### src/rtl/sram_ctrl_pkg.sv
`timescale 1ns/10ps
package sram_ctrl_pkg;

    typedef enum logic [2:0] {
        ST_IDLE,
        ST_WR_SETUP,
        ST_WR_PULSE,
        ST_WR_HOLD,
        ST_RD_WAIT
    } ctrl_state_e;

    function automatic int ceil_div(input int num, input int den);
        return (num + den - 1) / den;
    endfunction

    function automatic int imax(input int a, input int b);
        return (a > b) ? a : b;
    endfunction

endpackage

### src/rtl/sram_phase_timer.sv
`timescale 1ns/10ps
module sram_phase_timer #(
    parameter int CNT_W = 2
) (
    input  logic             clk,
    input  logic             rst,
    input  logic             load,
    input  logic [CNT_W-1:0] load_val,
    output logic             zero
);

    logic [CNT_W-1:0] cnt_d, cnt_q;

    always_comb begin
        cnt_d = cnt_q;
        if (load) begin
            cnt_d = load_val;
        end else if (cnt_q != '0) begin
            cnt_d = cnt_q - 1'b1;
        end
    end

    always_ff @(posedge clk) begin
        if (rst) begin
            cnt_q <= '0;
        end else begin
            cnt_q <= cnt_d;
        end
    end

    assign zero = (cnt_q == '0);

endmodule

### src/rtl/sram_rd_capture.sv
`timescale 1ns/10ps
module sram_rd_capture (
    input  logic clk,
    input  logic rst,
    input  logic capture,
    input  logic sample,
    output logic data,
    output logic valid
);

    typedef struct packed {
        logic data;
        logic valid;
    } cap_s;

    cap_s cap_d, cap_q;

    always_comb begin
        cap_d       = cap_q;
        cap_d.valid = capture;
        if (capture) begin
            cap_d.data = sample;
        end
    end

    always_ff @(posedge clk) begin
        if (rst) begin
            cap_q <= '0;
        end else begin
            cap_q <= cap_d;
        end
    end

    assign data  = cap_q.data;
    assign valid = cap_q.valid;

endmodule

### src/rtl/sram_async_ctrl.sv
`timescale 1ns/10ps
module sram_async_ctrl
    import sram_ctrl_pkg::*;
#(
    parameter int ADDR_W        = 16,
    parameter int CLK_PERIOD_NS = 5,
    parameter int T_AA_NS       = 15,
    parameter int T_ACE_NS      = 15,
    parameter int T_PWE_NS      = 12,
    parameter int T_SCE_NS      = 12,
    parameter int T_AW_NS       = 12,
    parameter int T_SD_NS       = 10,
    parameter int T_WC_NS       = 15
) (
    input  logic              clk,
    input  logic              rst,
    input  logic              host_req,
    input  logic              host_wr,
    input  logic [ADDR_W-1:0] host_addr,
    input  logic              host_wdata,
    output logic              busy,
    output logic              rd_data,
    output logic              rd_valid,
    output logic              mem_sel_n,
    output logic              mem_wr_n,
    output logic [ADDR_W-1:0] mem_addr,
    output logic              mem_din,
    input  logic              mem_dout
);

    // Read capture: the later of address-to-data and select-to-data.
    localparam int RD_CYC = imax(ceil_div(T_AA_NS, CLK_PERIOD_NS),
                                 ceil_div(T_ACE_NS, CLK_PERIOD_NS));
    // Strobe-low length; the setup cycle before it and the hold cycle
    // after it count toward the select, address and cycle minimums.
    localparam int WLOW_A   = imax(ceil_div(T_PWE_NS, CLK_PERIOD_NS),
                                   ceil_div(T_SD_NS, CLK_PERIOD_NS));
    localparam int WLOW_B   = imax(ceil_div(T_AW_NS, CLK_PERIOD_NS) - 1,
                                   ceil_div(T_SCE_NS, CLK_PERIOD_NS) - 1);
    localparam int WLOW_C   = imax(ceil_div(T_WC_NS, CLK_PERIOD_NS) - 2, 1);
    localparam int WLOW_CYC = imax(imax(WLOW_A, WLOW_B), WLOW_C);
    localparam int CNT_MAX  = imax(RD_CYC, WLOW_CYC);
    localparam int CNT_W    = imax($clog2(CNT_MAX + 1), 1);
    localparam logic [CNT_W-1:0] RD_LOAD   = CNT_W'(RD_CYC - 1);
    localparam logic [CNT_W-1:0] WLOW_LOAD = CNT_W'(WLOW_CYC - 1);

    generate
        if (RD_CYC < 1) begin : g_bad_rd_delay
            $error("read capture delay resolves to zero cycles");
        end
    endgenerate

    typedef struct packed {
        ctrl_state_e       state;
        logic              sel_n;
        logic              wr_n;
        logic              busy;
        logic [ADDR_W-1:0] addr;
        logic              din;
    } ctrl_s;

    localparam ctrl_s CTRL_RESET = '{
        state: ST_IDLE,
        sel_n: 1'b1,
        wr_n:  1'b1,
        busy:  1'b0,
        addr:  '0,
        din:   1'b0
    };

    ctrl_s             ctrl_d, ctrl_q;
    logic              tmr_load;
    logic [CNT_W-1:0]  tmr_val;
    logic              tmr_zero;
    logic              cap_en;

    always_comb begin
        ctrl_d   = ctrl_q;
        tmr_load = 1'b0;
        tmr_val  = '0;
        cap_en   = 1'b0;
        unique case (ctrl_q.state)
            ST_IDLE: begin
                if (host_req) begin
                    ctrl_d.busy  = 1'b1;
                    ctrl_d.sel_n = 1'b0;
                    ctrl_d.addr  = host_addr;
                    if (host_wr) begin
                        ctrl_d.din   = host_wdata;
                        ctrl_d.state = ST_WR_SETUP;
                    end else begin
                        ctrl_d.state = ST_RD_WAIT;
                        tmr_load     = 1'b1;
                        tmr_val      = RD_LOAD;
                    end
                end
            end
            ST_WR_SETUP: begin
                ctrl_d.wr_n  = 1'b0;
                ctrl_d.state = ST_WR_PULSE;
                tmr_load     = 1'b1;
                tmr_val      = WLOW_LOAD;
            end
            ST_WR_PULSE: begin
                if (tmr_zero) begin
                    ctrl_d.wr_n  = 1'b1;
                    ctrl_d.state = ST_WR_HOLD;
                end
            end
            ST_WR_HOLD: begin
                ctrl_d.sel_n = 1'b1;
                ctrl_d.busy  = 1'b0;
                ctrl_d.state = ST_IDLE;
            end
            ST_RD_WAIT: begin
                if (tmr_zero) begin
                    cap_en       = 1'b1;
                    ctrl_d.sel_n = 1'b1;
                    ctrl_d.busy  = 1'b0;
                    ctrl_d.state = ST_IDLE;
                end
            end
            default: begin
                ctrl_d = CTRL_RESET;
            end
        endcase
    end

    always_ff @(posedge clk) begin
        if (rst) begin
            ctrl_q <= CTRL_RESET;
        end else begin
            ctrl_q <= ctrl_d;
        end
    end

    sram_phase_timer #(
        .CNT_W (CNT_W)
    ) u_timer (
        .clk      (clk),
        .rst      (rst),
        .load     (tmr_load),
        .load_val (tmr_val),
        .zero     (tmr_zero)
    );

    sram_rd_capture u_capture (
        .clk     (clk),
        .rst     (rst),
        .capture (cap_en),
        .sample  (mem_dout),
        .data    (rd_data),
        .valid   (rd_valid)
    );

    assign busy      = ctrl_q.busy;
    assign mem_sel_n = ctrl_q.sel_n;
    assign mem_wr_n  = ctrl_q.wr_n;
    assign mem_addr  = ctrl_q.addr;
    assign mem_din   = ctrl_q.din;

endmodule

### config.mk
export PLATFORM = sky130hd
export DESIGN_NAME = sram_async_ctrl
export DESIGN_NICKNAME = d
export VERILOG_FILES = /design/src/rtl/sram_ctrl_pkg.sv /design/src/rtl/sram_phase_timer.sv /design/src/rtl/sram_rd_capture.sv /design/src/rtl/sram_async_ctrl.sv
export SDC_FILE = /design/constraint.sdc
export NUM_CORES = 1
export LEC_CHECK = 0
export ABC_CLOCK_PERIOD_IN_PS = 2600
export BUFFER_PORTS_ARGS = -buffer_cell sky130_fd_sc_hd__buf_2
export CAP_MARGIN = 10
export CORE_ASPECT_RATIO = 1.4
export CORE_UTILIZATION = 53
export CTS_BUF_LIST = sky130_fd_sc_hd__clkbuf_16
export CTS_CLUSTER_SIZE = 24
export DETAILED_ROUTE_END_ITERATION = 8
export PLACE_DENSITY = 0.83
export SKIP_CTS_REPAIR_TIMING = 1
export SLEW_MARGIN = 10
export SYNTH_ARGS = -nofsm -noshare
export SYNTH_HDL_FRONTEND = slang
export SYNTH_SLANG_ARGS = --single-unit
### constraint.sdc
create_clock -name clk -period 2.6 [get_ports clk]
set_input_delay 0.39 -clock clk [delete_from_list [all_inputs] [get_ports clk]]
set_output_delay 0.39 -clock clk [all_outputs]
set_load 0.05 [all_outputs]
=== After elaboration in Yosys (flattened, before gate mapping) ===
Cells that the tools add are included.
Widths: inputs -> output; s select.

* Add/sub/neg operators: 1
* Eq/ne operators: 8
* Muxes and demuxes: 23
* Bitwise logic cells: 3
* Reductions and logical operators: 12

{| class="wikitable"
|+ Operator list
! kind !! count
|-
| $pmux 17 s2 || 1
|-
| $mux 18 || 1
|-
| $pmux 3 s4 || 1
|-
| $pmux 1 s3 || 3
|-
| $reduce_and 3->1 || 3
|-
| $mux 2 || 4
|-
| $mux 4 || 2
|-
| $ne 2x2->1 const B || 4
|-
| $mux 1 || 7
|-
| $eq 3x2->1 const B || 2
|-
| $mux 3 || 2
|-
| $pmux 2 s2 || 1
|-
| $reduce_and 2->1 || 2
|-
| $reduce_bool 2->1 || 2
|-
| $reduce_or 4->1 || 1
|-
| $eq 3x1->1 const B || 1
|-
| $eq 3x3->1 const B || 1
|-
| $logic_not 3->1 || 1
|-
| $not 1->1 || 3
|-
| $reduce_or 3->1 || 1
|-
| $logic_not 2->1 || 1
|-
| $pmux 1 s2 || 1
|-
| $reduce_or 2->1 || 1
|-
| $sub 2x1->2 const B || 1
|}

* Register bits: 27
* Bits of input ports: 22
* Output and inout port bits: 22
* Logic and storage cells: 56

=== Longest topological paths before layout ===
* Depth after elaboration: 4
* Mapped depth: 6
* Mapped depth without buffers: 5

=== Hierarchy ===
Synthesis repeated with hierarchy kept, for this count alone.

* Cell total of the unflattened synthesis: 116
* Area total of the unflattened synthesis: 1182.4 um2

{| class="wikitable"
|+ Modules (own cells, without submodules)
! module !! instances !! cells each !! area an instance (um2) !! seq. area each (um2)
|-
| sram_async_ctrl || 1 || 99 || 1001.0 || 460.4
|-
| sram_phase_timer || 1 || 12 || 121.4 || 40.0
|-
| sram_rd_capture || 1 || 5 || 60.1 || 40.0
|}

=== Worst setup path before layout ===
Ideal clock, no wire load.

* Path kind: input to register
* Start point: in rst
* End point: reg ctrl_q, in the netlist mem_addr[15]
* Library setup time: 0.067 ns
* Arrival time: 1.231 ns
* Data required time: 2.533 ns
* Setup slack: 1.302 ns
* Stages: 5
* Path buffers: 2
* Path through: clkbuf_1 nor2_1 buf_2 nand4_1 o21ai_2

{| class="wikitable"
|+ RTL lines
! element !! RTL line !! source
|-
| start: declaration || sram_async_ctrl.sv:16 || <nowiki>input logic rst,</nowiki>
|-
| end signal: assignment || sram_async_ctrl.sv:133 || <nowiki>ctrl_q <= ctrl_d;</nowiki>
|-
| end: declaration || sram_async_ctrl.sv:71 || <nowiki>ctrl_s ctrl_d, ctrl_q;</nowiki>
|}

=== Worst setup path in the final report ===
* Start point: reg ctrl_q[21] in the netlist's numbering
* End point: reg ctrl_q, in the netlist busy

* Longest elaborated chain between the ends: 4
* Elaborated cells on any way between the ends: 10
* Classes of those cells: eq/ne: 5; mux: 1; bitwise: 1; reduce/logical: 3

{| class="wikitable"
|+ RTL lines
! element !! RTL line !! source
|-
| $eq 3x2->1 or $eq 3x1->1 (tied branches) || sram_async_ctrl.sv:82 || <nowiki>unique case (ctrl_q.state)</nowiki>
|-
| $reduce_or 2->1 (no source line) || n/a ||
|-
| $not 1->1 (no source line) || n/a ||
|-
| $reduce_and 3->1 (no source line) || n/a ||
|}

Parallel ways exist; a longest one is shown, timed or not.
A chain may end at the register's enable or synchronous reset.

==> results.yml <==
cells_and_area:
  fillers: 220
  area_growth_pct: 11.2
  fin_nets: 195
  num_antenna_cells: 0
  drive_above_1_share: 0.351
  utilization: 0.624
floorplan:
  die_h_um: 61.9
  rows: 21
  dieArea_sq_mm: 0.00277
  die_width_um: 44.8
  ios: 44
  fp.coreArea_sq_mm: 0.00242
  start_util: 0.561
drt:
  firstDrtPassIters: 4
  drc_errors: 0
  drt-total-wl_um: 2740
  wire_per_inst_um: 13.4
  ant_nets: 0
  vias_per_cell: 5.47
  vias: 1121
  drtIter0Drc: 20
timing:
  period_minus_slack_ps: 1910
  finalCritPeriodShare: 0.734
  max_freq_mhz: 524
  hold_viol: 0
  slew_headroom: 0.220
  finalSetupTns_ps: 0
  skew_ps: 2.36
  drv_slew: 0
  tightest_slew_ps: 1170
  rsz0062_at_grt: "false"
  finalSetupViolations: 0
cts:
  root_buffer: "clkbuf_16"
  clkLatencyLatePin_ps: 260
  clkTransAtPathRegs_ps: 60
  clockBufferDepth: 2
  cts_made_buffers: 3
  tritoncts: "yes"
  cts.sinks: 27
  htreeDepth: 1
yosys:
  netlist_area_sq_mm: 0.00136
  seq_area_frac_synth: 0.399
  synth_compound_area_frac: 0.161
  ys_ff_latch: 27
  ys_warn_count: 0
  muxShareOfSynthArea: 0.0148
  syn_inst: 152
  synth_top_family_by_area: "simple AND/OR/NAND/NOR gates"
  yosys.area_share.simple: 0.251
  postSynthNetCount: 175
  yosysUniqueCellTypes: 32
  synthAdderAreaFrac: 0.00923
  synth_xor_xnor_area_share: 0.0129
  syn_avg_cell_area_sq_um: 8.92
power_and_ir_drop:
  p_leak_nw: 0.630
  power_mw: 1.29
  ir_drop_uv: 699
  pwr_density_cell_mw_per_mm2: 856
global_routing:
  overflow: 0
  grt_pass1_wl_um: 4460
  antenna_found_initial: 0
  track_usage: 0.219
  grt_max_degree: 30
  grt_pass1_vias: 1064
worst_setup_path:
  worstPathMaxFanout: 18
  r2r_slack_ps: 690
  crit_family: "simple AND/OR/NAND/NOR gates"
  path_buf_inv: 0
  cp.arrival_ps: 2100
  slowest_delay_ps: 940
  worstReg2RegStart: "ctrl_q[21]$_SDFFE_PP0P_"
  start_kind: "register"
  required_ps: 2790
  startpoint: "ctrl_q[21]$_SDFFE_PP0P_"
  crit_path_end_kind: "register"
  worstPathCellList: "nor2_1, o21ai_0, a21oi_1"
  path_class: "reg2reg"
  slowest_stage: "nor2_1"
placement:
  routabilityCongestion: 0.704
  portBuffers: 43
flow_run:
  maxCapViolations: 0
hold_path:
  hp-start: "host_addr[14]"
  min_path_type: "in2reg"
outcome:
  status: "completed"
-- routing by layer --
metal	share of wire	track usage	vias to the layer above
met3	0.040	0.0318	6
met4	0.024	0.126	0
met2	0.50	0.387	29
met1	0.43	0.252	526
met5	0	0	-
li1	-	-	560
-- where the power goes --
part | leakage (nW) | total (mW) | internal (mW) | switching [mW]
sequential | 0.222 | 0.518 | 0.472 | 0.0464
combinational | 0.371 | 0.426 | 0.131 | 0.295
clock | 0.0371 | 0.346 | 0.209 | 0.138
-- cell usage after synthesis --
library cell / instances / share of area
ha_1: 1 / 0.0092
a2111oi_0: 1 / 0.0065
a31o_2: 1 / 0.0065
o21ai_2: 9 / 0.058
nand2b_1: 17 / 0.078
buf_4: 16 / 0.089
clkbuf_1: 5 / 0.014
nand4_1: 17 / 0.078
dfxtp_1: 27 / 0.40
or3_1: 1 / 0.0046
nor2b_1: 3 / 0.014
xor2_1: 1 / 0.0065
nand2_1: 4 / 0.011
mux2i_1: 2 / 0.015
inv_1: 5 / 0.014
nand3b_1: 1 / 0.0055
o21a_1: 1 / 0.0055
o2bb2ai_1: 2 / 0.013
nand3_1: 1 / 0.0037
nor2_1: 4 / 0.011
o31ai_1: 1 / 0.0055
buf_12: 1 / 0.015
or4b_4: 1 / 0.010
xnor2_1: 1 / 0.0065
a211o_1: 1 / 0.0065
a21oi_1: 3 / 0.011
buf_2: 6 / 0.022
nor4_1: 4 / 0.018
nand2_4: 1 / 0.0083
o21ai_0: 11 / 0.041
o21ba_2: 1 / 0.0074
nor3_1: 2 / 0.0074
-- cells in the final DEF (no fill, tap or decap) --
master	instances
ha_1	1
clkbuf_16	3
nand2b_1	17
mux2i_1	2
a31o_2	1
nand4_1	17
a21oi_1	3
buf_2	43
a211o_1	1
clkinvlp_4	1
o31ai_1	1
o21a_1	1
nand2_1	4
nor2b_1	3
nor3_1	2
a2111oi_0	1
or3_1	1
nor4_1	4
xor2_1	1
o21ai_2	9
o2bb2ai_1	2
xnor2_1	1
inv_1	5
nor2_1	4
o21ba_2	1
dfxtp_1	27
nand2_4	1
nand3b_1	1
nand3_1	1
o21ai_0	11
or4b_4	1
-- cells by family (layout without fill, tap and decap cells) --
kind of cell | count (synthesis) | after routing
AO/OA/AOI/OAI | 31 | 31
XOR/XNOR | 2 | 2
adder cells (fa/ha/maj) | 1 | 1
buffers and inverters | 33 | 52
flip-flops | 27 | 27
multiplexers | 2 | 2
AND/OR/NAND/NOR | 56 | 56
-- final cells by class --
class	instances	area (sq um)	area share
clock buffer	3	75.1	0.0498
sequential	27	541	0.359
clock inverter	1	7.51	0.00498
inverter	5	18.8	0.0124
multi-input combinational	92	608	0.403
timing repair buffer	43	215	0.143
tap	34	42.5	0.0282
-- final timing paths --
| check | endpoint | cells after the start |
|---|---|---|
| max | busy$_SDFFE_PP0P_ | 3 |
| min | mem_addr[14]$_SDFFE_PP0P_ | 3 |
| max reg2reg | busy$_SDFFE_PP0P_ | 3 |
| min reg2reg | mem_addr[2]$_SDFFE_PP0P_ | 2 |
-- per-stage QoR --
step / cell area [sq um] / worst slack, ps / hold WS [ps] / std cells
after floorplan: 1360 / 1300 / 450 / 152
after global placement: 1430 / 794 / 458 / 201
after detailed placement: 1430 / 686 / 464 / 201
after CTS: 1510 / 698 / 366 / 205
after global routing: 1510 / 480 / 373 / 205
final: 1510 / 692 / 368 / 205
-- worst min-delay path: cells and delay by family --
| family | cells | cell delay, ps |
|---|---|---|
| buf+inv | 1 | 80 |
| simple gates | 1 | 60 |
| compound gates | 1 | 70 |
-- registers in the layout (all words and copies together) (netlist names) --
register and cells:
busy 1, ctrl_q 3, mem_addr 16, mem_din 1, mem_sel_n 1, mem_wr_n 1, u_capture.data 1, u_capture.valid 1
u_timer.cnt_q 2
No activity file was read; power rests on OpenSTA's default activity.
